## config.mk

```make
export PLATFORM = sky130hd
export DESIGN_NAME = prio_irq_ctrl
export DESIGN_NICKNAME = d
export VERILOG_FILES = /design/src/rtl/prio_irq_pkg.sv /design/src/rtl/prio_irq_cmd.sv /design/src/rtl/prio_irq_arb.sv /design/src/rtl/prio_irq_ctrl.sv
export SDC_FILE = /design/constraint.sdc
export NUM_CORES = 1
export LEC_CHECK = 0
export BUFFER_PORTS_ARGS = -buffer_cell sky130_fd_sc_hd__buf_2
export CAP_MARGIN = 5
export CORE_MARGIN = 2
export CORE_UTILIZATION = 40
export CTS_CLUSTER_SIZE = 10
export DETAILED_ROUTE_END_ITERATION = 16
export HOLD_SLACK_MARGIN = 0.1
export PLACE_DENSITY = 0.69
export SLEW_MARGIN = 0
export SYNTH_ARGS = -nofsm -noshare
export SYNTH_HDL_FRONTEND = slang
export SYNTH_SLANG_ARGS = --single-unit
```

## constraint.sdc

```tcl
create_clock -name clk -period 8.4 [get_ports clk]
set_input_delay 0.42 -clock clk [delete_from_list [all_inputs] [get_ports clk]]
set_output_delay 0.42 -clock clk [all_outputs]
set_load 0.05 [all_outputs]
```

## src/rtl/prio_irq_pkg.sv

```systemverilog
package prio_irq_pkg;
  typedef enum logic [1:0] {
    ST_RUN  = 2'd0,
    ST_BASE = 2'd1,
    ST_CASC = 2'd2,
    ST_MODE = 2'd3
  } init_state_e;

  localparam logic [7:0] CMD_INIT    = 8'h11;
  localparam logic [7:0] CMD_RD_REQ  = 8'h0A;
  localparam logic [7:0] CMD_RD_SRV  = 8'h0B;
  localparam logic [4:0] CMD_EOI_TOP = 5'b01100;
  localparam int unsigned MODE_AUTO_BIT  = 1;
  localparam int unsigned MODE_SLAVE_BIT = 2;
endpackage

```

## src/rtl/prio_irq_cmd.sv

```systemverilog
module prio_irq_cmd
  import prio_irq_pkg::*;
#(
  parameter int unsigned DW    = 8,
  parameter int unsigned IDX_W = 3
) (
  input  logic             clk,
  input  logic             rst_n,
  input  logic             wr_en,
  input  logic             addr,
  input  logic [DW-1:0]    wr_data,
  output logic [DW-1:0]    imr,
  output logic [DW-1:0]    base,
  output logic [DW-1:0]    casc_cfg,
  output logic             casc_slave,
  output logic             aeoi,
  output logic             sel_isr,
  output logic             init_start,
  output logic             eoi_valid,
  output logic [IDX_W-1:0] eoi_lvl
);
  init_state_e st_q, st_d;
  logic [DW-1:0] imr_d, base_d, casc_d;
  logic          slave_d, aeoi_d, sel_d;
  logic          cmd_wr, dat_wr;

  assign cmd_wr     = wr_en && !addr;
  assign dat_wr     = wr_en && addr;
  assign init_start = cmd_wr && (wr_data == CMD_INIT);
  assign eoi_valid  = cmd_wr && (st_q == ST_RUN) && (wr_data[7:3] == CMD_EOI_TOP);
  assign eoi_lvl    = wr_data[IDX_W-1:0];

  always_comb begin
    st_d    = st_q;
    imr_d   = imr;
    base_d  = base;
    casc_d  = casc_cfg;
    slave_d = casc_slave;
    aeoi_d  = aeoi;
    sel_d   = sel_isr;
    if (init_start) begin
      st_d  = ST_BASE;
      imr_d = '0;
      sel_d = 1'b0;
    end else if (cmd_wr && st_q == ST_RUN) begin
      if (wr_data == CMD_RD_REQ) sel_d = 1'b0;
      else if (wr_data == CMD_RD_SRV) sel_d = 1'b1;
    end else if (dat_wr) begin
      unique case (st_q)
        ST_RUN:  imr_d = wr_data;
        ST_BASE: begin base_d = wr_data; st_d = ST_CASC; end
        ST_CASC: begin casc_d = wr_data; st_d = ST_MODE; end
        ST_MODE: begin
          aeoi_d  = wr_data[MODE_AUTO_BIT];
          slave_d = wr_data[MODE_SLAVE_BIT];
          st_d    = ST_RUN;
        end
        default: st_d = ST_RUN;
      endcase
    end
  end

  always_ff @(posedge clk or negedge rst_n) begin
    if (!rst_n) begin
      st_q       <= ST_RUN;
      imr        <= '0;
      base       <= '0;
      casc_cfg   <= '0;
      casc_slave <= 1'b0;
      aeoi       <= 1'b0;
      sel_isr    <= 1'b0;
    end else begin
      st_q       <= st_d;
      imr        <= imr_d;
      base       <= base_d;
      casc_cfg   <= casc_d;
      casc_slave <= slave_d;
      aeoi       <= aeoi_d;
      sel_isr    <= sel_d;
    end
  end

  AST_INIT_CLEARS_MASK: assert property (@(posedge clk) disable iff (!rst_n)
    init_start |=> (imr == '0 && !sel_isr));

  AST_MASK_LOAD: assert property (@(posedge clk) disable iff (!rst_n)
    (dat_wr && st_q == ST_RUN) |=> (imr == $past(wr_data)));
endmodule

```

## src/rtl/prio_irq_arb.sv

```systemverilog
module prio_irq_arb #(
  parameter int unsigned LINES = 8,
  parameter int unsigned IDX_W = 3
) (
  input  logic             clk,
  input  logic             rst_n,
  input  logic [LINES-1:0] irr,
  input  logic [LINES-1:0] imr,
  input  logic [LINES-1:0] isr,
  output logic             int_req,
  output logic [IDX_W-1:0] win_idx
);
  logic [LINES-1:0] busy_upto;
  logic [LINES-1:0] eligible;

  assign busy_upto[0] = isr[0];
  genvar g;
  generate
    for (g = 1; g < LINES; g++) begin : g_busy
      assign busy_upto[g] = busy_upto[g-1] | isr[g];
    end
  endgenerate

  assign eligible = irr & ~imr & ~busy_upto;
  assign int_req  = |eligible;

  always_comb begin
    win_idx = '0;
    for (int i = LINES - 1; i >= 0; i--) begin
      if (eligible[i]) win_idx = IDX_W'(i);
    end
  end

  AST_REQ_HAS_SOURCE: assert property (@(posedge clk) disable iff (!rst_n)
    int_req |-> (irr[win_idx] && !imr[win_idx]));

  AST_WIN_OUTRANKS_SERVICE: assert property (@(posedge clk) disable iff (!rst_n)
    int_req |-> ((isr & ((LINES'(1) << (win_idx + 1'b1)) - 1'b1)) == '0));
endmodule

```

## src/rtl/prio_irq_ctrl.sv

```systemverilog
module prio_irq_ctrl
  import prio_irq_pkg::*;
#(
  parameter int unsigned LINES = 8
) (
  input  logic             clk,
  input  logic             rst_n,
  input  logic             wr_en,
  input  logic             addr,
  input  logic [7:0]       wr_data,
  output logic [7:0]       rd_data,
  input  logic [LINES-1:0] irq_in,
  output logic             int_req,
  input  logic             ack,
  output logic [7:0]       vec,
  output logic [7:0]       casc_cfg,
  output logic             casc_slave
);
  localparam int unsigned DW    = 8;
  localparam int unsigned IDX_W = $clog2(LINES);

  logic             rst_s1, rst_sync_n;
  logic [LINES-1:0] irr_q, isr_q, isr_d;
  logic [DW-1:0]    imr, base;
  logic             aeoi, sel_isr, init_start, eoi_valid;
  logic [IDX_W-1:0] eoi_lvl, win_idx;
  logic             grant;
  logic [LINES-1:0] set_mask, clr_mask;

  always_ff @(posedge clk or negedge rst_n) begin
    if (!rst_n) begin
      rst_s1     <= 1'b0;
      rst_sync_n <= 1'b0;
    end else begin
      rst_s1     <= 1'b1;
      rst_sync_n <= rst_s1;
    end
  end

  prio_irq_cmd #(.DW(DW), .IDX_W(IDX_W)) u_cmd (
    .clk(clk), .rst_n(rst_sync_n), .wr_en(wr_en), .addr(addr), .wr_data(wr_data),
    .imr(imr), .base(base), .casc_cfg(casc_cfg), .casc_slave(casc_slave),
    .aeoi(aeoi), .sel_isr(sel_isr), .init_start(init_start),
    .eoi_valid(eoi_valid), .eoi_lvl(eoi_lvl)
  );

  prio_irq_arb #(.LINES(LINES), .IDX_W(IDX_W)) u_arb (
    .clk(clk), .rst_n(rst_sync_n), .irr(irr_q), .imr(imr[LINES-1:0]), .isr(isr_q),
    .int_req(int_req), .win_idx(win_idx)
  );

  assign grant    = ack && int_req;
  assign set_mask = (grant && !aeoi) ? (LINES'(1) << win_idx) : '0;
  assign clr_mask = eoi_valid ? (LINES'(1) << eoi_lvl) : '0;

  always_comb begin
    if (init_start) isr_d = '0;
    else            isr_d = (isr_q & ~clr_mask) | set_mask;
  end

  always_ff @(posedge clk or negedge rst_sync_n) begin
    if (!rst_sync_n) begin
      irr_q <= '0;
      isr_q <= '0;
    end else begin
      irr_q <= irq_in;
      isr_q <= isr_d;
    end
  end

  always_comb begin
    if (!ack)         vec = '0;
    else if (int_req) vec = base + DW'(win_idx);
    else              vec = base + DW'(LINES - 1);
  end

  always_comb begin
    if (addr)         rd_data = imr;
    else if (sel_isr) rd_data = DW'(isr_q);
    else              rd_data = DW'(irr_q);
  end

  AST_GRANT_MARKS_SERVICE: assert property (@(posedge clk) disable iff (!rst_sync_n)
    (grant && !aeoi && !init_start) |=> isr_q[$past(win_idx)]);

  AST_AUTO_NO_MARK: assert property (@(posedge clk) disable iff (!rst_sync_n)
    aeoi |=> ((isr_q & ~$past(isr_q)) == '0));

  AST_SPURIOUS_NO_MARK: assert property (@(posedge clk) disable iff (!rst_sync_n)
    (ack && !int_req) |=> ((isr_q & ~$past(isr_q)) == '0));

  AST_EOI_RETIRES: assert property (@(posedge clk) disable iff (!rst_sync_n)
    (eoi_valid && !(grant && win_idx == eoi_lvl)) |=> !isr_q[$past(eoi_lvl)]);
endmodule

```

# Yosys cells after proc, flatten, opt, wreduce, memory -nomap -nowiden
# Index checks and enable logic that the tools add are counted.
[classes] n_mux=27 bitwise_logic=16 add_sub_neg=2 n_reduce_logical=22 eq_ne=8 n_shift=2
[op_table] operator="$mux 8" n=11
[op_table] operator="$and 8x8->8" n=3
[op_table] operator="$mux 3" n=8
[op_table] operator="$not 8->8" n=3
[op_table] operator="$eq 8x4->1 const B" n=2
[op_table] operator="$shl 1x3->8 const A" n=2
[op_table] operator="$reduce_and 4->1" n=3
[op_table] operator="$add 8x3->8" n=1
[op_table] operator="$add 8x3->8 const B" n=1
[op_table] operator="$eq 8x5->1 const B" n=1
[op_table] operator="$or 8x8->8" n=1
[op_table] operator="$reduce_or 8->1" n=1
[op_table] operator="$logic_and 1x1->1" n=7
[op_table] operator="$or 1x1->1" n=7
[op_table] operator="$mux 2" n=3
[op_table] operator="$pmux 2 s3" n=1
[op_table] operator="$reduce_and 3->1" n=2
[op_table] operator="$reduce_bool 2->1" n=3
[op_table] operator="$eq 5x4->1 const B" n=1
[op_table] operator="$eq 2x2->1 const B" n=2
[op_table] operator="$mux 1" n=4
[op_table] operator="$reduce_bool 4->1" n=1
[op_table] operator="$reduce_bool 3->1" n=1
[op_table] operator="$eq 2x1->1 const B" n=1
[op_table] operator="5 further kinds" n=7
[totals] elab_cells=88 input_bits=21 reg_bits=47

# Depth between registers and ports, before layout
[depth] ltp_word=21 mapped_depth=13 mapped_depth_nobuf=12

# By module
# A second synthesis with hierarchy kept.
[hier_totals] cells_unflattened=234 area_unflattened_um2=2557.5
[modules_own_cells] module="prio_irq_cmd" n_inst=1 area_per_inst_um2=1273.7 cells_per_inst=91
[modules_own_cells] module="prio_irq_ctrl" n_inst=1 area_per_inst_um2=1081.0 cells_per_inst=114
[modules_own_cells] module="prio_irq_arb" n_inst=1 area_per_inst_um2=202.7 cells_per_inst=29

# Worst setup path before layout
# No wires, ideal clock.
[synth_path] kind="reg-to-output" startpoint="register isr_q[3]" endpoint="output vec[5]" arrival_ns=3.807 required_ns=7.980 path_stages_with_launch=11 path_slack_ns=4.173 n_path_buf=0 path_cell_list="dfrtp_1 -> or4_4 -> nor2_1 -> a32o_1 -> nand2b_1 -> o21ai_1 -> ha_1 -> a21o_1 -> a21oi_1 -> or3_1 -> a21boi_0"
[synth_lines] element="start: declaration" line="prio_irq_ctrl.sv:23" rtl="logic [LINES-1:0] irr_q, isr_q, isr_d;"
[synth_lines] element="start signal: assignment" line="prio_irq_ctrl.sv:67" rtl="isr_q <= isr_d;"
[synth_lines] element="$or 1x1->1 (*)" line="prio_irq_arb.sv:20" rtl="assign busy_upto[g] = busy_upto[g-1] | isr[g];"
[synth_lines] element="$or 1x1->1 (4 in series)" line="prio_irq_arb.sv:20"
[synth_lines] element="$not 8->8 (*)" line="prio_irq_arb.sv:24" rtl="assign eligible = irr & ~imr & ~busy_upto;"
[synth_lines] element="$and 8x8->8 (*)" line="prio_irq_arb.sv:24"
[synth_lines] element="$reduce_or 8->1 (*)" line="prio_irq_arb.sv:25" rtl="assign int_req = |eligible;"
[synth_lines] element="via int_req" line="prio_irq_ctrl.sv:13" rtl="output logic int_req,"
[synth_lines] element="$mux 8 (*)" line="prio_irq_ctrl.sv:73" rtl="else if (int_req) vec = base + DW'(win_idx);"
[synth_lines] element="$mux 8 (*)" line="prio_irq_ctrl.sv:72" rtl="if (!ack) vec = '0;"
[synth_lines] element="end: declaration" line="prio_irq_ctrl.sv:15" rtl="output logic [7:0] vec,"
# The timed path passes the listed nets; every way through them passes the cells marked *.

# Worst setup path after layout
[layout_path] startpoint="register u_cmd.imr[7]" endpoint="output vec[6]"
[layout_between] elab_chain_len=14
[layout_lines] element="start: declaration" line="prio_irq_cmd.sv:12" rtl="output logic [DW-1:0] imr,"
[layout_lines] element="start signal: assignment" line="prio_irq_cmd.sv:74" rtl="imr <= imr_d;"
[layout_lines] element="$not 8->8 (*)" line="prio_irq_arb.sv:24"
[layout_lines] element="$and 8x8->8 (*) (2 in series)" line="prio_irq_arb.sv:24"
[layout_lines] element="$mux 3 (8 in series)" line="prio_irq_arb.sv:30" rtl="if (eligible[i]) win_idx = IDX_W'(i);"
[layout_lines] element="$add 8x3->8" line="prio_irq_ctrl.sv:73"
[layout_lines] element="$mux 8 (*)" line="prio_irq_ctrl.sv:73"
[layout_lines] element="$mux 8 (*)" line="prio_irq_ctrl.sv:72"
# Every way passes the cells marked *; elsewhere a longest branch is shown, timed or not.

==> metrics.txt <==
status=complete, no violations; Detailed Routing Iterations Pass 1=5; post-CTS setup buffers=0; CP max stage delay=roughly 0.42 ns; count of final hold-check violations=0; ys flop type=dfrtp_1; end point of the critical path=vec[6]; Critical Path Start=u_cmd.imr[7]; crit path launch type=flip-flop; PortBufs=46; die width=83.2 um; syn_area_per_cell=between 10 and 15 um2; worst IR drop on VDD=approximately 0.18 mV; diode count=0; post-synth top area cell=dfrtp_1; Core ar.=roughly 6000 um2; Worst Hold Class=in2reg; DRC=0; H-tree levels=2; clk_skew=slightly below 0.005 ns; CTS Buf Count=5; final worst slack=roughly 4.5 ns; Worst Tran Pin Value=between 0.9 and 1 ns; commonest cells in the synthesized netlist=dfrtp_1, nand2_1, mux2_2, o21ai_0; Starting Density=0.419; FF+latch count, synth=47; largest net degree at the start of global routing=46; syn_nets=roughly 270; mean routed wirelength per cell=about 16 um; Synth Cell Area=between 2000 and 3000 um2; critical path class=reg2out; Clk network pwr share=0.140; R2R depth=4; Worst R2R Start=isr_q[3]; layout cells sized above 1=0.278; R2R Setup Slk=roughly 6.5 ns; Critical Path, Cell by Cell=or3b_4 -> o311a_4 -> nor4_4 -> o21ai_1 -> nand2_1 -> ha_1 -> inv_1 -> fa_1 -> nor2b_1 -> o2111ai_1 -> xnor2_1 -> and2_1 -> buf_2; cell-internal power=0.000496 W; num rows=28; WP buf/inv=2; fmax=between 200 and 300 MHz; Post-synth ARST share=1.00; top cells by area in the synthesized netlist=dfrtp_1, mux2_2, mux2i_1; final WL=around 5800 um; sw frac=0.457; CP Capture Type=output pin; Multi-input gate area=around 1300 um2; DPL Wire Length=between 4000 and 5000 um; slowest cell on the critical path=or3b_4; Pleak=between 1 and 1.5 nW; clock-pin slew on the worst setup and hold paths=around 0.080 ns; Clock Latency Late Sink=between 0.2 and 0.3 ns; critical path peak fanout=5; die area=6920 um2; fin nets=roughly 310; instance count on the critical path=13; Tmin final=a little under 4 ns; Flop pwr share=0.395; sequential-to-total area share from yosys stat=0.469; post-synth cell types=between 50 and 60; FILL cells=575; setup tns final=0 ns; vias per inst=roughly 5.6; synthesis-to-finish area growth=15.1%; final total power=around 0.00091 W; GP Congestion=about 0.89; root buf cell=clkbuf_8; sequential cell area=approximately 1200 um2; Syn Inst Count=242; r2r endpoint=isr_q[6]; max_cap viols=0; # setup viols final=0; number of synthesized flops with an enable pin=0; Critical Path RT=approximately 8 ns; first-pass GRT wire length=just under 10000 um; Crit path max-delay family=simple AND/OR/NAND/NOR gates; initial DRC count=roughly 120; vias=between 2000 and 2500; pre-CTS setup slack=about 5 ns; YS warnings=0; Clock Tree Buf Depth=2; CP arrival=~3.4 ns; Switch Pwr=around 0.00042 W; total track usage=0.174; Slew HR=0.337; top-level I/O count=47; combinational power share=0.465; Routed Antenna Nets=0; total grt overflow=0; vias in the first global route=1917; top cell type's share of synthesized area=0.469; Layout Utilization=0.482; Final Cycle Share=0.460; Cell Pwr Density=about 320 nW/um2; RSZ-0062 raised after global routing=no; Sink Count=47; most common cell in the netlist=dfrtp_1; max-slew violations=0; clock tree from TritonCTS=done; WHS=0.229 ns; Die Ht=between 80 and 90 um; initial antenna violation count=0
[worst min path at each step]
stage,to,cells past startpoint,from
6_report,irr_q[4],1,irq_in[4]
3_5_place_dp,rst_s1,1,rst_n
5_1_grt,irr_q[2],1,irq_in[2]
3_3_place_gp,rst_s1,1,rst_n
2_1_floorplan,rst_s1,0,rst_n
4_1_cts,irr_q[0],1,irq_in[0]
[area by class of cell]
| class | instances | area share |
|---|---|---|
| inverters | 6 | 0.00780 |
| well taps | 75 | 0.0325 |
| flip-flops and latches | 47 | 0.408 |
| multi-input cells | 181 | 0.442 |
| clock buffers | 7 | 0.0264 |
| repair buffers | 47 | 0.0832 |
[cells by family after synthesis]
family          share of synthesized area
buf+inv                            0.0220
flops                               0.469
other cells                       0.00150
xor+xnor                           0.0140
compound gates                      0.130
fa+ha+maj                          0.0230
simple gates                        0.216
mux                                 0.124
[metal layers]
metal / track usage / up-vias / routed length (um)
met5: 0 / - / 0
met1: 0.254 / 1019 / 2890
met4: 0.0432 / 0 / 50
met3: 0.0298 / 4 / 185
li1: - / 961 / -
met2: 0.271 / 44 / 2700
[state kept, by name, summed over array words and instances, names as in the netlist]
| signal | cells |
|---|---|
| u_cmd.st_q | 2 |
| u_cmd.aeoi | 1 |
| rst_s1 | 1 |
| irr_q | 8 |
| u_cmd.sel_isr | 1 |
| u_cmd.base | 8 |
| u_cmd.imr | 8 |
| u_cmd.casc_cfg | 8 |
| rst_sync_n | 1 |
| isr_q | 8 |
| u_cmd.casc_slave | 1 |
[layout by cell type, fill, tap and decap left out, types with 2 or more instances in the layout]
cell type  instances
o21ai_1            5
o311ai_0           4
xnor2_1            3
nand2_1           25
nor4_1             2
clkbuf_8           5
mux2_2            17
nor2_1            12
dfrtp_1           46
nand2b_1           7
o21ai_0           17
and2_1             8
nand4b_1           2
clkbuf_1           2
ha_1               3
nor2b_1            9
nand4_1            4
o31ai_1            2
mux2i_1           12
a21oi_1            5
o21a_1             2
nand3_1            8
nor3_1             5
buf_2             46
inv_1              6
[power groups by stage]
stage	sequential [W]	combinational [W]	clock, W
finish	0.000361	0.000425	0.000128
global route	0.000373	0.000462	0.000136
CTS	0.000361	0.000428	0.000130
detailed placement	0.000366	0.000427	0
global placement	0.000364	0.000421	0
floorplan	0.000420	0.000274	0
[through the flow]
step,instances,area [um2]
finish,363,2890
global placement,355,2800
CTS,363,2890
detailed placement,355,2800
global route,363,2890
floorplan,242,2510
[timing repair]
| action | 4_1_cts | 5_1_grt |
|---|---|---|
| resized for setup | 0 | 0 |
| hold buffers | 1 | 0 |
| hold endpoints to repair | 2 | 0 |
Note: power is estimated with default switching activity, not from simulation.
